--- src/rtl/gpio_irq_pkg.sv ---
package gpio_irq_pkg;
  localparam int unsigned REG_W = 32;
  localparam int unsigned OFS_W = 8;

  // pin region offsets
  localparam logic [OFS_W-1:0] OFS_IN       = 8'h00;
  localparam logic [OFS_W-1:0] OFS_OUT      = 8'h04;
  localparam logic [OFS_W-1:0] OFS_OE       = 8'h08;
  localparam logic [OFS_W-1:0] OFS_LVL_POL  = 8'h10;
  localparam logic [OFS_W-1:0] OFS_LVL_MSK  = 8'h14;
  localparam logic [OFS_W-1:0] OFS_EVT      = 8'h18;
  localparam logic [OFS_W-1:0] OFS_EVT_MSK  = 8'h1C;
  localparam logic [OFS_W-1:0] OFS_EDGE_POL = 8'h24;
  // top-level region offsets
  localparam logic [OFS_W-1:0] OFS_TOP_STS  = 8'h20;
  localparam logic [OFS_W-1:0] OFS_TOP_MSK  = 8'h24;

  typedef enum logic {REGION_PINS = 1'b0, REGION_TOP = 1'b1} region_e;

  // level source: active when the pin differs from its polarity bit
  function automatic logic [REG_W-1:0] level_src(input logic [REG_W-1:0] din,
                                                 input logic [REG_W-1:0] pol,
                                                 input logic [REG_W-1:0] msk);
    return (din ^ pol) & msk;
  endfunction

  // edge hit: pol 0 -> rising, pol 1 -> falling
  function automatic logic [REG_W-1:0] edge_sel(input logic [REG_W-1:0] cur,
                                                input logic [REG_W-1:0] prev,
                                                input logic [REG_W-1:0] pol);
    return (~pol & cur & ~prev) | (pol & ~cur & prev);
  endfunction

  // event update: clear first, then set, so a set wins
  function automatic logic [REG_W-1:0] evt_next(input logic [REG_W-1:0] evt,
                                                input logic [REG_W-1:0] clr,
                                                input logic [REG_W-1:0] set);
    return (evt & ~clr) | set;
  endfunction
endpackage

--- src/rtl/gpio_in_sync.sv ---
module gpio_in_sync #(
  parameter int unsigned W = 32
) (
  input  logic         clk,
  input  logic         rst_n,
  input  logic [W-1:0] raw_in,
  output logic [W-1:0] sync_q,
  output logic [W-1:0] prev_q
);
  logic [W-1:0] meta_q;

  always_ff @(posedge clk) begin
    if (!rst_n) begin
      meta_q <= '0;
      sync_q <= '0;
      prev_q <= '0;
    end else begin
      meta_q <= raw_in;
      sync_q <= meta_q;
      prev_q <= sync_q;
    end
  end

  AST_PREV_TRAILS_SYNC: assert property (@(posedge clk) disable iff (!rst_n)
    1'b1 |=> prev_q == $past(sync_q));
endmodule

--- src/rtl/gpio_evt_latch.sv ---
module gpio_evt_latch
  import gpio_irq_pkg::*;
#(
  parameter int unsigned W = 32
) (
  input  logic         clk,
  input  logic         rst_n,
  input  logic [W-1:0] cur,
  input  logic [W-1:0] prev,
  input  logic [W-1:0] dir,
  input  logic         clr_valid,
  input  logic [W-1:0] clr_bits,
  output logic [W-1:0] edge_hit,
  output logic [W-1:0] evt_q
);
  logic [W-1:0] clr_eff;
  logic [REG_W-1:0] hit_wide;
  logic [REG_W-1:0] nxt_wide;

  assign hit_wide = edge_sel(REG_W'(cur), REG_W'(prev), REG_W'(dir));
  assign edge_hit = hit_wide[W-1:0];
  assign clr_eff  = clr_valid ? clr_bits : '0;
  assign nxt_wide = evt_next(REG_W'(evt_q), REG_W'(clr_eff), hit_wide);

  always_ff @(posedge clk) begin
    if (!rst_n) evt_q <= '0;
    else        evt_q <= nxt_wide[W-1:0];
  end

  AST_EVT_SET_WINS: assert property (@(posedge clk) disable iff (!rst_n)
    (edge_hit != '0) |=> ((evt_q & $past(edge_hit)) == $past(edge_hit)));

  AST_EVT_ONLY_ON_EDGE: assert property (@(posedge clk) disable iff (!rst_n)
    1'b1 |=> ((evt_q & ~$past(evt_q) & ~$past(edge_hit)) == '0));

  AST_W1C_CLEARS: assert property (@(posedge clk) disable iff (!rst_n)
    clr_valid |=> ((evt_q & $past(clr_bits) & ~$past(edge_hit)) == '0));
endmodule

--- src/rtl/gpio_irq_merge.sv ---
module gpio_irq_merge
  import gpio_irq_pkg::*;
#(
  parameter int unsigned W = 32
) (
  input  logic [W-1:0] din,
  input  logic [W-1:0] lvl_pol,
  input  logic [W-1:0] lvl_msk,
  input  logic [W-1:0] evt,
  input  logic [W-1:0] evt_msk,
  output logic [W-1:0] pin_irq,
  output logic         any_irq
);
  logic [REG_W-1:0] lvl_wide;
  logic [W-1:0]     edge_src;

  assign lvl_wide = level_src(REG_W'(din), REG_W'(lvl_pol), REG_W'(lvl_msk));
  assign edge_src = evt & evt_msk;
  assign pin_irq  = lvl_wide[W-1:0] | edge_src;
  assign any_irq  = |pin_irq;
endmodule

--- src/rtl/gpio_irq_ctrl.sv ---
module gpio_irq_ctrl
  import gpio_irq_pkg::*;
#(
  parameter int unsigned NPIN = 32
) (
  input  logic            clk,
  input  logic            rst_n,
  input  logic            reg_region,
  input  logic [7:0]      reg_addr,
  input  logic            reg_wr,
  input  logic [31:0]     reg_wdata,
  output logic [31:0]     reg_rdata,
  input  logic [NPIN-1:0] pin_in,
  output logic [NPIN-1:0] pin_out,
  output logic [NPIN-1:0] pin_oe,
  output logic            irq_out
);
  localparam int unsigned W = NPIN;

  logic [W-1:0] dout_q, oe_q, lvl_pol_q, lvl_msk_q, evt_msk_q, edge_pol_q;
  logic         top_msk_q;
  logic [W-1:0] din_sync, din_prev, edge_hit, evt_q, pin_irq;
  logic         any_irq;
  logic         wr_pins, wr_top, evt_clr_wr;
  logic [W-1:0] wbits;

  assign wr_pins    = reg_wr && (reg_region == REGION_PINS);
  assign wr_top     = reg_wr && (reg_region == REGION_TOP);
  assign wbits      = reg_wdata[W-1:0];
  assign evt_clr_wr = wr_pins && (reg_addr == OFS_EVT);

  gpio_in_sync #(.W(W)) u_sync (
    .clk(clk), .rst_n(rst_n), .raw_in(pin_in),
    .sync_q(din_sync), .prev_q(din_prev)
  );

  gpio_evt_latch #(.W(W)) u_evt (
    .clk(clk), .rst_n(rst_n), .cur(din_sync), .prev(din_prev),
    .dir(edge_pol_q), .clr_valid(evt_clr_wr), .clr_bits(wbits),
    .edge_hit(edge_hit), .evt_q(evt_q)
  );

  gpio_irq_merge #(.W(W)) u_merge (
    .din(din_sync), .lvl_pol(lvl_pol_q), .lvl_msk(lvl_msk_q),
    .evt(evt_q), .evt_msk(evt_msk_q), .pin_irq(pin_irq), .any_irq(any_irq)
  );

  always_ff @(posedge clk) begin
    if (!rst_n) begin
      dout_q     <= '0;
      oe_q       <= '0;
      lvl_pol_q  <= '0;
      lvl_msk_q  <= '0;
      evt_msk_q  <= '0;
      edge_pol_q <= '0;
      top_msk_q  <= 1'b0;
    end else begin
      if (wr_pins) begin
        unique case (reg_addr)
          OFS_OUT:      dout_q     <= wbits;
          OFS_OE:       oe_q       <= wbits;
          OFS_LVL_POL:  lvl_pol_q  <= wbits;
          OFS_LVL_MSK:  lvl_msk_q  <= wbits;
          OFS_EVT_MSK:  evt_msk_q  <= wbits;
          OFS_EDGE_POL: edge_pol_q <= wbits;
          default: ;
        endcase
      end
      if (wr_top && reg_addr == OFS_TOP_MSK) top_msk_q <= reg_wdata[0];
    end
  end

  always_comb begin
    reg_rdata = '0;
    if (reg_region == REGION_PINS) begin
      unique case (reg_addr)
        OFS_IN:       reg_rdata = REG_W'(din_sync);
        OFS_OUT:      reg_rdata = REG_W'(dout_q);
        OFS_OE:       reg_rdata = REG_W'(oe_q);
        OFS_LVL_POL:  reg_rdata = REG_W'(lvl_pol_q);
        OFS_LVL_MSK:  reg_rdata = REG_W'(lvl_msk_q);
        OFS_EVT:      reg_rdata = REG_W'(evt_q);
        OFS_EVT_MSK:  reg_rdata = REG_W'(evt_msk_q);
        OFS_EDGE_POL: reg_rdata = REG_W'(edge_pol_q);
        default:      reg_rdata = '0;
      endcase
    end else begin
      unique case (reg_addr)
        OFS_TOP_STS: reg_rdata = {31'd0, any_irq};
        OFS_TOP_MSK: reg_rdata = {31'd0, top_msk_q};
        default:     reg_rdata = '0;
      endcase
    end
  end

  assign pin_out = dout_q;
  assign pin_oe  = oe_q;
  assign irq_out = any_irq & top_msk_q;

  AST_OE_TAKES_WRITE: assert property (@(posedge clk) disable iff (!rst_n)
    (wr_pins && reg_addr == OFS_OE) |=> pin_oe == $past(wbits));

  AST_IRQ_HAS_SOURCE: assert property (@(posedge clk) disable iff (!rst_n)
    irq_out |-> (pin_irq != '0));

  AST_IRQ_NEEDS_MASK: assert property (@(posedge clk) disable iff (!rst_n)
    irq_out |-> top_msk_q);

  generate
    if (W < REG_W) begin : g_hi_zero
      AST_HIGH_BITS_ZERO: assert property (@(posedge clk) disable iff (!rst_n)
        reg_rdata[REG_W-1:W] == '0);
    end
  endgenerate
endmodule

--- config.mk ---
export PLATFORM = sky130hd
export DESIGN_NAME = gpio_irq_ctrl
export DESIGN_NICKNAME = d
export VERILOG_FILES = /design/src/rtl/gpio_irq_pkg.sv /design/src/rtl/gpio_in_sync.sv /design/src/rtl/gpio_evt_latch.sv /design/src/rtl/gpio_irq_merge.sv /design/src/rtl/gpio_irq_ctrl.sv
export SDC_FILE = /design/constraint.sdc
export NUM_CORES = 1
export LEC_CHECK = 0
export BUFFER_PORTS_ARGS = -buffer_cell sky130_fd_sc_hd__clkbuf_2
export CORE_MARGIN = 10
export CORE_UTILIZATION = 58
export DETAILED_ROUTE_END_ITERATION = 7
export PLACE_DENSITY = 0.83
export SLEW_MARGIN = 10
export SYNTH_ARGS = -nofsm -noshare
export SYNTH_HDL_FRONTEND = slang
export SYNTH_SLANG_ARGS = --single-unit
--- constraint.sdc ---
create_clock -name clk -period 2.7 [get_ports clk]
set_input_delay 0.135 -clock clk [delete_from_list [all_inputs] [get_ports clk]]
set_output_delay 0.135 -clock clk [all_outputs]
set_load 0.005 [all_outputs]
Word level (Yosys, flattened, before mapping)

Cells that the tools add are included.

Flip-flop bits (word level): 321
Input port bits: 76

Multiplexer cells: 4
Reductions and logical operators: 12
Eq/ne operators: 8
Bitwise logic cells: 17

Operators with widths:

| kind                 | number |
|---|---|
| $pmux W32 S8         | 1 |
| $and A32 B32 Y32     | 7 |
| $not A32 Y32         | 4 |
| $or A32 B32 Y32      | 3 |
| $mux W32             | 2 |
| $eq A8 B5 Y1 const B | 4 |
| $reduce_or A32 Y1    | 1 |
| $xor A32 B32 Y32     | 1 |
| $eq A8 B6 Y1 const B | 2 |
| $reduce_and A2 Y1    | 6 |
| $eq A8 B3 Y1 const B | 1 |
| $eq A8 B4 Y1 const B | 1 |
| $logic_not A8 Y1     | 1 |
| $logic_and A1 B1 Y1  | 4 |
| $pmux W1 S2          | 1 |
| $and A1 B1 Y1        | 1 |
| $not A1 Y1           | 1 |

Depth between registers and ports, before layout

Depth in word-level cells: 7
Mapped depth: 8
Gate-level depth less buffers: 6

Modules after synthesis

From an unflattened synthesis, not the netlist that was laid out.

Cells, all modules: 1708
Area, all modules: 15036.9 um^2

By module, submodules not included:

| module         | area each (um^2) | cells an instance | sequential area each (um^2) | instances |
|---|---|---|---|---|
| gpio_irq_ctrl  | 9844.4           | 1233              | 3863.7                      | 1 |
| gpio_in_sync   | 2603.7           | 202               | 1921.8                      | 1 |
| gpio_evt_latch | 1953.1           | 198               | 640.6                       | 1 |
| gpio_irq_merge | 635.6            | 75                | 0.0                         | 1 |

Worst setup path after synthesis

Ideal clock, no wire load.

Kind: input to output
Start: in reg_addr[3]
End: out reg_rdata[0]
Path buffers: 1
Data required time: 2.565 ns
Cell stages on the path: 6
Arrival time: 1.499 ns
Slack: 1.066 ns
Cells stage by stage: buf_2 > mux4_2 > a221o_1 > a21oi_1 > o21ai_1 > a41o_1

Cells in the longest elaborated chain, start to end: 3
Elaborated cells on any way between the ends: 12
Classes of those cells: eq/ne: 8; mux: 3; reduce/logical: 1

Ends and longest elaborated chain:

| element                                            | RTL line                                 | RTL |
|---|---|---|
| from (decl)                                        | gpio_irq_ctrl.sv:9                       | `input logic [7:0] reg_addr,` |
| $eq A8 B6 Y1, or another cell as far along         | gpio_irq_ctrl.sv:76, gpio_irq_ctrl.sv:88 |  |
| $pmux W32 S8 / $pmux W1 S2 (equally long branches) | gpio_irq_ctrl.sv:76, gpio_irq_ctrl.sv:88 |  |
| $mux W32 *                                         | gpio_irq_ctrl.sv:75                      | `if (reg_region == REGION_PINS) begin` |
| to (decl)                                          | gpio_irq_ctrl.sv:12                      | `output logic [31:0] reg_rdata,` |

Every way passes the cells marked *; elsewhere a longest branch is shown, timed or not.

Worst setup path in the final report

Start: reg u_sync.sync_q[23]
End: out reg_rdata[0]

Cells in the longest elaborated chain, start to end: 6

Ends and longest elaborated chain:

| element                | RTL line             | RTL |
|---|---|---|
| from (decl)            | gpio_in_sync.sv:7    | `output logic [W-1:0] sync_q,` |
| from (signal assigned) | gpio_in_sync.sv:19   | `sync_q <= meta_q;` |
| $xor A32 B32 Y32       | gpio_irq_pkg.sv:24   | `return (din ^ pol) & msk;` |
| $and A32 B32 Y32       | gpio_irq_pkg.sv:24   |  |
| $or A32 B32 Y32        | gpio_irq_merge.sv:19 | `assign pin_irq = lvl_wide[W-1:0] \| edge_src;` |
| $reduce_or A32 Y1      | gpio_irq_merge.sv:20 | `assign any_irq = \|pin_irq;` |
| $pmux W1 S2            | gpio_irq_ctrl.sv:88  | `unique case (reg_addr)` |
| $mux W32               | gpio_irq_ctrl.sv:75  |  |

Every way passes these cells.

==> out/summary.txt <==
outcome: finished, violations left
failing checks: design-rule violations
Min-Delay Startpoint: reg_wr
TritonCTS Buffers: 34
final WL: 47,200 um
vias: 13,031
clock power share: 0.467
Worst slew margin: 0.4435
clock skew: 0.009284 ns
initial drt markers: 1,932
crit path DAT: 2.51 ns
register bit total from synthesis: 321
fraction of layout cells with a size suffix above 1: 0.1589
Post-synth ARST share: 0
crit-path max cell delay: 0.46 ns
full die area: 30,240 um^2
RSZ-0062 raised after global routing: no
total of warnings raised by yosys: 0
Place WS: 0.4248 ns
Cells after Synth: 1,540
initial antenna violation count: 0
Primary FF master, synth: dfxtp_1
Starting Density: 0.5870
most frequent cells in the layout: nand2_1 (399), dfxtp_1 (321), a21boi_1 (211)
hold crit path type: in -> reg
Worst Setup End Kind: output port
Max-cap violations: 0
DR WL/cell: 22.68 um
TritonCTS clock tree: done
Crit Path Max Fanout: 5
Root Driver: clkbuf_16
NetSw: 0.002183 W
clock sink total: 321
Tmin final: 2.642 ns
internal cell power: 0.007932 W
Area Overhead vs Synth: 21.58%
Critical Path RT: 2.57 ns
hpwl dp: 29,830 um
total gr overflow: 0
setup TNS: 0 ns
Skew-Pair Late Insertion Delay: 0.51 ns
core footprint: 23,400 um^2
worst-margin pin slew: 0.8278 ns
worst setup margin: 0.05797 ns
Leak: 6.388 nW
die width: 173.9 um
crit start category: flop
crit path from: u_sync.sync_q[23]$_SDFF_PN0_
buffer count from post-CTS setup fixing: 0
Nets: 1,817
FF-to-FF setup slack: 1.63 ns
Max Fclk: 378.5 MHz
WHS Path Cells: 4
final period utilization: 0.9785
GR Util All Layers: 0.2958
clk buf depth: 3
DRT Pass-1 Iters: 8
Final setup viols: 0
Yosys cell types: 43
Placement Rows: 56
kind of critical path: reg -> out
CP max stage cell: dfxtp_1
Die Y-Extent: 173.9 um
Pwr per Cell Area: 605.5 nW/um^2
mapped cell area: 13,740 um^2
most frequent CP cell: nand4_1
H-tree Lvls: 2
Max Slew Vio Count: 0
worst setup path end: reg_rdata[0]
largest net degree at the start of global routing: 105
RR Startpoint: u_sync.sync_q[23]$_SDFF_PN0_
I/O Pins: 173
DR vias/cell: 6.262
gpl congestion: 0.9230
remaining antenna violation count: 0
first-pass GRT wire length: 72,260 um
Peak supply drop: 0.5978 mV
Syn Area/Cell: 8.921 um^2
Residual DRC: 17
Gate power share: 0.049
filler instances: 1,727
Post-Syn Nets: 1,616
vias in the first global route: 12,744
FF-to-FF path depth: 2
crit-path cells: xor2_1 > a22oi_1 > nand4_1 > a211oi_2 > nand4_1 > a41o_1 > clkbuf_2
clock slew at reported path FFs: 0.06 ns
RR Endpoint: u_evt.evt_q[23]$_SDFF_PN0_
Sw Share: 0.2158
sequential share of power: 0.484
commonest non-fill, non-tap cell in the layout: nand2_1
number of synthesized flops with an enable pin: 0
register area share after synthesis: 0.4678
PortBufs: 172
n_diodes: 0
Final Hold Viols: 0
## timing repair
action,CTS,global route
hold endpoints to repair,219,0
gates resized for setup,0,1
endpoints found under the setup margin,0,2
hold buffers,64,0
## area by class of cell
type / count / area (um^2) / area share
Sequential cell: 321 / 6426 / 0.3847
Clock buffer: 51 / 1049 / 0.06277
Timing Repair Buffer: 284 / 1981 / 0.1186
Tap cell: 319 / 399.1 / 0.02390
Clock inverter: 6 / 80.08 / 0.004794
Multi-Input combinational cell: 1100 / 6769 / 0.4052
## Yosys cell counts, types with 2 or more instances
cell type / count / area, um^2
a222oi_1: 34 / 340.3
nor4b_1: 2 / 17.52
a21boi_0: 12 / 90.09
dfxtp_1: 321 / 6426
nor2_1: 23 / 86.33
buf_4: 10 / 75.07
and2_1: 103 / 644.4
clkbuf_1: 59 / 221.5
a32oi_1: 5 / 43.79
nand4_1: 7 / 43.79
nand2_1: 399 / 1498
nor2b_1: 4 / 25.02
and3b_1: 31 / 271.5
buf_6: 5 / 56.30
a221oi_1: 12 / 105.1
o31a_1: 31 / 271.5
and3_1: 5 / 31.28
xor2_1: 32 / 280.3
nand3b_1: 3 / 22.52
nand2b_1: 6 / 37.54
a22o_1: 12 / 105.1
a22oi_1: 72 / 540.5
a31oi_1: 28 / 175.2
mux2i_1: 2 / 20.02
nor3b_1: 31 / 232.7
buf_2: 45 / 225.2
a21boi_1: 211 / 1584
o21ai_1: 3 / 15.01
nor4_1: 2 / 12.51
nand3_1: 6 / 30.03
nor4b_2: 2 / 30.03
a21oi_1: 11 / 55.05
## state kept, by name, indices dropped and copies added (netlist names)
name           cells
u_sync.meta_q     32
u_sync.prev_q     32
lvl_msk_q         32
pin_oe            32
pin_out           32
evt_msk_q         32
edge_pol_q        32
lvl_pol_q         32
top_msk_q          1
u_sync.sync_q     32
u_evt.evt_q       32
## per-stage QoR
stage          std cells  total power (W)  instance area, um^2    util  hold slack [ns]
6_report            2081          0.01011                16700  0.7138          0.03330
5_1_grt             2081          0.01036                16700  0.7138          0.06228
4_1_cts             2081          0.01011                16700  0.7135          0.03408
3_5_place_dp        1960         0.005398                14930  0.6379           0.3450
3_3_place_gp        1960         0.005387                14930  0.6379           0.3413
2_1_floorplan       1540         0.005192                13740       -           0.2623
## power by group through the flow
| stage | Sequential, W | Combinational, W | Clock, W |
|---|---|---|---|
| 2_1_floorplan | 0.00496 | 0.000229 | 0 |
| 3_3_place_gp | 0.00499 | 0.000396 | 0 |
| 3_5_place_dp | 0.00499 | 0.000405 | 0 |
| 4_1_cts | 0.00489 | 0.000482 | 0.00474 |
| 5_1_grt | 0.00490 | 0.000524 | 0.00494 |
| 6_report | 0.00489 | 0.000497 | 0.00472 |
## worst min-delay path by stage
stage                                              end
final                           top_msk_q$_SDFFE_PN0P_
after global routing            top_msk_q$_SDFFE_PN0P_
after CTS                       top_msk_q$_SDFFE_PN0P_
after detailed placement  u_sync.meta_q[17]$_SDFF_PN0_
after global placement     u_sync.meta_q[7]$_SDFF_PN0_
after floorplan            u_sync.meta_q[0]$_SDFF_PN0_
## logic make-up after synthesis
logic type,after synthesis,synth area share
xor+xnor,32,0.02040
buf+inv,119,0.04208
flops,321,0.4678
compound gates,435,0.2444
simple gates,630,0.2222
mux,3,0.003096
## metal layers
layer / up-vias / part of all wire / routed length, um / global-route usage
met5: - / 0 / 0 / 0
met1: 6216 / 0.37 / 17460 / 0.3529
met3: 181 / 0.11 / 5303 / 0.07281
met4: 0 / 0.049 / 2328 / 0.1421
met2: 828 / 0.47 / 22110 / 0.4906
li1: 5806 / - / - / -
## critical path, delay by kind of cell, from the launching register on
family / cells / cell delay, ns
compound gates: 3 / 0.80
flops: 1 / 0.46
simple gates: 2 / 0.45
buf+inv: 1 / 0.12
xor+xnor: 1 / 0.17
Power figures use the tool's default switching activity.
